`config.mk`:
```
export PLATFORM = sky130hd
export DESIGN_NAME = dbg_halt_ctrl
export DESIGN_NICKNAME = d
export VERILOG_FILES = /design/src/rtl/dbg_halt_pkg.sv /design/src/rtl/dbg_state_trk.sv /design/src/rtl/dbg_stat_reg.sv /design/src/rtl/dbg_wp_capture.sv /design/src/rtl/dbg_gate.sv /design/src/rtl/dbg_halt_ctrl.sv
export SDC_FILE = /design/constraint.sdc
export NUM_CORES = 1
export LEC_CHECK = 0
export ABC_AREA = 1
export BUFFER_PORTS_ARGS = -buffer_cell sky130_fd_sc_hd__buf_2
export CORE_UTILIZATION = 30
export CTS_CLUSTER_DIAMETER = 50
export DETAILED_ROUTE_END_ITERATION = 16
export PLACE_DENSITY = 0.68
export REMOVE_ABC_BUFFERS = 1
export SYNTH_ARGS = -nofsm -noshare
export SYNTH_HDL_FRONTEND = slang
export SYNTH_SLANG_ARGS = --single-unit
export TNS_END_PERCENT = 5
```
`constraint.sdc`:
```
create_clock -name clk -period 1.55 [get_ports clk]
set_input_delay 0.0775 -clock clk [delete_from_list [all_inputs] [get_ports clk]]
set_output_delay 0.0775 -clock clk [all_outputs]
set_load 0.1 [all_outputs]
```
`src/rtl/dbg_halt_pkg.sv`:
```
package dbg_halt_pkg;
    localparam int          EXC_N      = 4;
    localparam int          EXC_SVC    = 0;
    localparam int          EXC_UNDEF  = 1;
    localparam int          EXC_PABT   = 2;
    localparam int          EXC_BKPT   = 3;
    localparam int          CAUSE_W    = 4;
    localparam int          MOE_LSB    = 2;
    localparam int          STICKY_BIT = 8;
    localparam logic [3:0]  CAUSE_WATCH = 4'b0010;
    localparam logic [3:0]  CP_DEBUG    = 4'd14;
    localparam logic [3:0]  CP_SYSCTL   = 4'd15;

    typedef enum logic {ST_RUN = 1'b0, ST_HALT = 1'b1} dstate_e;

    typedef struct packed {
        logic [CAUSE_W-1:0] moe;
        logic               sticky_und;
    } stat_t;

    function automatic logic [3:0] wp_offset(input logic compact);
        return compact ? 4'd4 : 4'd8;
    endfunction
endpackage

```
`src/rtl/dbg_state_trk.sv`:
```
module dbg_state_trk
    import dbg_halt_pkg::*;
(
    input  logic    clk,
    input  logic    rst,
    input  logic    evt_valid,
    input  logic    restart,
    output dstate_e state,
    output logic    entry
);
    dstate_e state_q;

    assign entry = (state_q == ST_RUN) && evt_valid;
    assign state = state_q;

    always_ff @(posedge clk) begin
        if (rst)
            state_q <= ST_RUN;
        else if (entry)
            state_q <= ST_HALT;
        else if (state_q == ST_HALT && restart)
            state_q <= ST_RUN;
    end
endmodule

```
`src/rtl/dbg_stat_reg.sv`:
```
module dbg_stat_reg
    import dbg_halt_pkg::*;
#(
    parameter int SW = 16
) (
    input  logic               clk,
    input  logic               rst,
    input  logic               entry,
    input  logic [CAUSE_W-1:0] cause,
    input  logic               halted,
    input  logic               undef_req,
    input  logic               clr_wr,
    input  logic               clr_bit,
    output logic [SW-1:0]      dsr
);
    stat_t st_q;

    always_ff @(posedge clk) begin
        if (rst) begin
            st_q <= '0;
        end else begin
            if (entry)
                st_q.moe <= cause;
            if (halted && undef_req)
                st_q.sticky_und <= 1'b1;
            else if (clr_wr && clr_bit)
                st_q.sticky_und <= 1'b0;
        end
    end

    always_comb begin
        dsr                        = '0;
        dsr[0]                     = halted;
        dsr[MOE_LSB +: CAUSE_W]    = st_q.moe;
        dsr[STICKY_BIT]            = st_q.sticky_und;
    end
endmodule

```
`src/rtl/dbg_wp_capture.sv`:
```
module dbg_wp_capture
    import dbg_halt_pkg::*;
#(
    parameter int AW = 32
) (
    input  logic               clk,
    input  logic               rst,
    input  logic               entry,
    input  logic [CAUSE_W-1:0] cause,
    input  logic [AW-1:0]      addr,
    input  logic               compact,
    output logic [AW-1:0]      wfar
);
    logic [AW-1:0] wfar_q;
    logic [AW-1:0] adj;

    assign adj  = addr + AW'(wp_offset(compact));
    assign wfar = wfar_q;

    always_ff @(posedge clk) begin
        if (rst)
            wfar_q <= '0;
        else if (entry && cause == CAUSE_WATCH)
            wfar_q <= adj;
    end
endmodule

```
`src/rtl/dbg_gate.sv`:
```
module dbg_gate
    import dbg_halt_pkg::*;
(
    input  logic             halted,
    input  logic             entry,
    input  logic [EXC_N-1:0] exc_req,
    input  logic [3:0]       cp_num,
    input  logic             cp_mode_ok,
    output logic             arch_we_en,
    output logic             fault_we_en,
    output logic             pmu_evt_en,
    output logic             pmu_cyc_en,
    output logic             trc_en,
    output logic [EXC_N-1:0] exc_take,
    output logic             cp_allow
);
    logic quiet;
    logic dbg_cp;

    assign quiet  = halted || entry;
    assign dbg_cp = (cp_num == CP_DEBUG) || (cp_num == CP_SYSCTL);

    assign arch_we_en  = !quiet;
    assign fault_we_en = !quiet;
    assign pmu_evt_en  = !quiet;
    assign pmu_cyc_en  = !quiet;
    assign trc_en      = !quiet;
    assign cp_allow    = (halted && dbg_cp) ? 1'b1 : cp_mode_ok;

    for (genvar i = 0; i < EXC_N; i++) begin : g_exc
        assign exc_take[i] = exc_req[i] && !halted;
    end
endmodule

```
`src/rtl/dbg_halt_ctrl.sv`:
```
module dbg_halt_ctrl
    import dbg_halt_pkg::*;
#(
    parameter int AW = 32,
    parameter int SW = 16
) (
    input  logic             clk,
    input  logic             rst,
    input  logic             evt_valid,
    input  logic [3:0]       evt_cause,
    input  logic [AW-1:0]    evt_addr,
    input  logic             isa_compact,
    input  logic [3:0]       exc_req,
    input  logic             dbg_wr,
    input  logic [SW-1:0]    dbg_wdata,
    input  logic             restart,
    input  logic [3:0]       cp_num,
    input  logic             cp_mode_ok,
    output logic             halted,
    output logic [SW-1:0]    dsr,
    output logic [AW-1:0]    wfar,
    output logic             arch_we_en,
    output logic             fault_we_en,
    output logic             pmu_evt_en,
    output logic             pmu_cyc_en,
    output logic             trc_en,
    output logic [3:0]       exc_take,
    output logic             cp_allow
);
    dstate_e state;
    logic    entry;

    assign halted = (state == ST_HALT);

    dbg_state_trk u_state (
        .clk       (clk),
        .rst       (rst),
        .evt_valid (evt_valid),
        .restart   (restart),
        .state     (state),
        .entry     (entry)
    );

    dbg_stat_reg #(.SW(SW)) u_stat (
        .clk       (clk),
        .rst       (rst),
        .entry     (entry),
        .cause     (evt_cause),
        .halted    (halted),
        .undef_req (exc_req[EXC_UNDEF]),
        .clr_wr    (dbg_wr),
        .clr_bit   (dbg_wdata[STICKY_BIT]),
        .dsr       (dsr)
    );

    dbg_wp_capture #(.AW(AW)) u_wp (
        .clk     (clk),
        .rst     (rst),
        .entry   (entry),
        .cause   (evt_cause),
        .addr    (evt_addr),
        .compact (isa_compact),
        .wfar    (wfar)
    );

    dbg_gate u_gate (
        .halted      (halted),
        .entry       (entry),
        .exc_req     (exc_req),
        .cp_num      (cp_num),
        .cp_mode_ok  (cp_mode_ok),
        .arch_we_en  (arch_we_en),
        .fault_we_en (fault_we_en),
        .pmu_evt_en  (pmu_evt_en),
        .pmu_cyc_en  (pmu_cyc_en),
        .trc_en      (trc_en),
        .exc_take    (exc_take),
        .cp_allow    (cp_allow)
    );
endmodule

```
==> reports/metrics.cfg <==
[clock_network]
htree_levels = 2
cts_root_buf = clkbuf_8
clockBufferDepth = 2
cts_inserted_buffers = 5
cts_tree = yes
clk_pin_slew_ns = 0.08
insertion_delay_ns = 0.30
cts_setup_buffers = 0
clock_sinks = 38

[place]
dp_slack_ns = -0.0881
dpl_cell_area_um2 = 3180
hpwlAfterDp_um = 5580
finalWeightedCongestion = 0.893
portBuffers = 99

[setup_path]
required_ns = 1.47
crit_fanout = 10
crit_slowest_cell = dfxtp_1
cp_common_cell = buf_4
critPathArrivalTime_ns = 1.38
crit_type = reg2out
crit_path_end_kind = output port
cp-start-kind = flop
crit_path_cell_trace = buf_4 -> nor2_1 -> buf_4 -> buf_12
cpPeakStageDelay_ns = 0.37
crit_family = buffers and inverters
critical_path_buf_inv_count = 3

[run]
maxCapViolations = 0

[routing]
vias = 2775
via_per_inst = 4.43
ant_nets = 0
drc = 0
drt-initial-drc-count = 71
avgRoutedWirePerCell_um = 11.0
drt-pass1-iter-count = 5
wl_um = 6910

[global_route]
antenna_found_initial = 0
grt_usage = 0.164
grt_pass1_vias = 2574
grt-ovfl-total = 0
grt_pass1_wl_um = 11300
grt_max_degree = 36

[timing]
report.final.slew_viol_count = 0
post-route-period-util = 0.941
fin_ws_ns = 0.0909
setup_tns_ns = 0
clock_skew_ns = 0.00672
finalSetupViolCount = 0
holdWs_ns = 0.0226
period_minus_slack_ns = 1.46
max_clock_freq_mhz = 685
rsz0062_at_grt = false
hold_viol_final = 0

[power_and_ir_drop]
leakage_nw = 1.79
vdd_drop_max_mv = 0.535
power.density_nw_per_um2 = 836

[logic_synthesis]
ys_types = 28
ys_seq_area_frac = 0.299
synth_cells = 417
postSynthAreaPerCell_um2 = 6.09
synth_seq_cells = 38
ys_warn_count = 0
syn_area_um2 = 2540

[layout]
num-nets-final = 590
final_cell_mix = 103 x nand2_1, 94 x nor2_1, 93 x buf_2
drive_above_1_share = 0.251
diodes = 0
mostFrequentLayoutCell = nand2_1
syn_to_final_growth_pct = 29.9
postLayoutCellArea_um2 = 3300
multi_input_comb_area_um2 = 1370
fill_cells = 884
seqCellArea_um2 = 761

[run_status]
outcome = complete, no violations

[floorplan]
core_area_um2 = 8220
initial_core_util = 0.309
die_x_um = 94.0
placementRows = 33
dieArea_um2 = 8840
die_h_um = 94.0
ios = 126

[hold_path]
holdCritPathClass = in2reg

==> synth_stat cells <==
| cell | number | area, um2 |
|---|---|---|
| a41o_1 | 1 | 10.0 |
| buf_4 | 17 | 128 |
| nor3_1 | 1 | 5.00 |
| xor2_1 | 2 | 17.5 |
| nand3_2 | 1 | 10.0 |
| xnor2_1 | 6 | 52.6 |
| inv_1 | 60 | 225 |
| nand3b_1 | 1 | 7.51 |
| fa_1 | 1 | 20.0 |
| a211oi_1 | 1 | 7.51 |
| clkbuf_1 | 3 | 11.3 |
| buf_8 | 1 | 15.0 |
| nor2_1 | 94 | 353 |
| o21ai_0 | 25 | 125 |
| nor2_2 | 2 | 12.5 |
| ha_1 | 2 | 25.0 |
| dfxtp_1 | 38 | 761 |
| buf_6 | 2 | 22.5 |
| nor2_4 | 3 | 33.8 |
| nor2_8 | 1 | 20.0 |
| inv_2 | 2 | 7.51 |
| nand2_1 | 103 | 387 |
| nand2_2 | 3 | 18.8 |
| buf_12 | 2 | 40.0 |
| a21oi_1 | 11 | 55.1 |
| conb_1 | 1 | 3.75 |
| nand4_1 | 2 | 12.5 |
| nand3_1 | 31 | 155 |
==> timing repair <==
item,in CTS,in global routing
hold buffers,1,0
resized for setup,0,0
hold endpoints to repair,1,0
==> tightest hold or removal path, cell delays in order <==
cell	delay (ns)
buf_2	0.09
nor2_1	0.04
nor2_1	0.09
==> where the power goes <==
group,switching [W],internal (W),leakage [nW]
Combinational,0.000668,0.000201,1.43
Clock,0.000394,0.000479,0.0504
Sequential,0.0000150,0.00100,0.308
Total,0.00108,0.00168,1.79
==> kinds of logic (layout without fill, tap and decap cells) <==
logic type | count (synthesis) | in the layout | share of synthesized area
simple gates | 242 | 242 | 0.399
buf+inv | 87 | 182 | 0.177
other cells | 1 | 10 | 0.00148
xor+xnor | 8 | 8 | 0.0276
fa+ha+maj | 3 | 3 | 0.0177
flops | 38 | 38 | 0.299
compound gates | 38 | 38 | 0.0778
==> cell type report <==
class / count / area share
repair buffers: 112 / 0.211
clock inverters: 3 / 0.0136
inverters: 62 / 0.0705
well taps: 105 / 0.0398
flip-flops and latches: 38 / 0.230
multi-input cells: 301 / 0.413
clock buffers: 5 / 0.0208
==> per-stage QoR <==
stage               power [W]  instances  utilization
floorplan             0.00166        401            -
global placement      0.00190        617        0.387
global route          0.00290        626        0.402
detailed placement    0.00191        617        0.387
finish                0.00276        626        0.402
CTS                   0.00280        626        0.402
==> layer usage <==
metal | routed length (um) | global-route usage | part of all wire | vias up
met5 | 0 | 0 | 0 | -
met4 | 222 | 0.0744 | 0.032 | 0
met3 | 473 | 0.0461 | 0.068 | 18
met2 | 3290 | 0.295 | 0.48 | 91
met1 | 2920 | 0.178 | 0.42 | 1216
li1 | - | - | - | 1450
==> state kept, by name, indices dropped and copies added, names as in the netlist <==
register and count:
u_state.state 1, u_wp.wfar 32, u_stat.dsr 5
==> worst paths after layout <==
path	slack, ns	depth (start not counted)	end	from
max	0.09	4	pmu_evt_en	u_state.state
min	0.02	3	u_stat.dsr[5]	evt_cause[3]
max reg2reg	0.20	6	u_wp.wfar[20]	u_state.state
min reg2reg	0.47	2	u_stat.dsr[8]	u_stat.dsr[8]
Note: power is estimated with default switching activity, not from simulation.
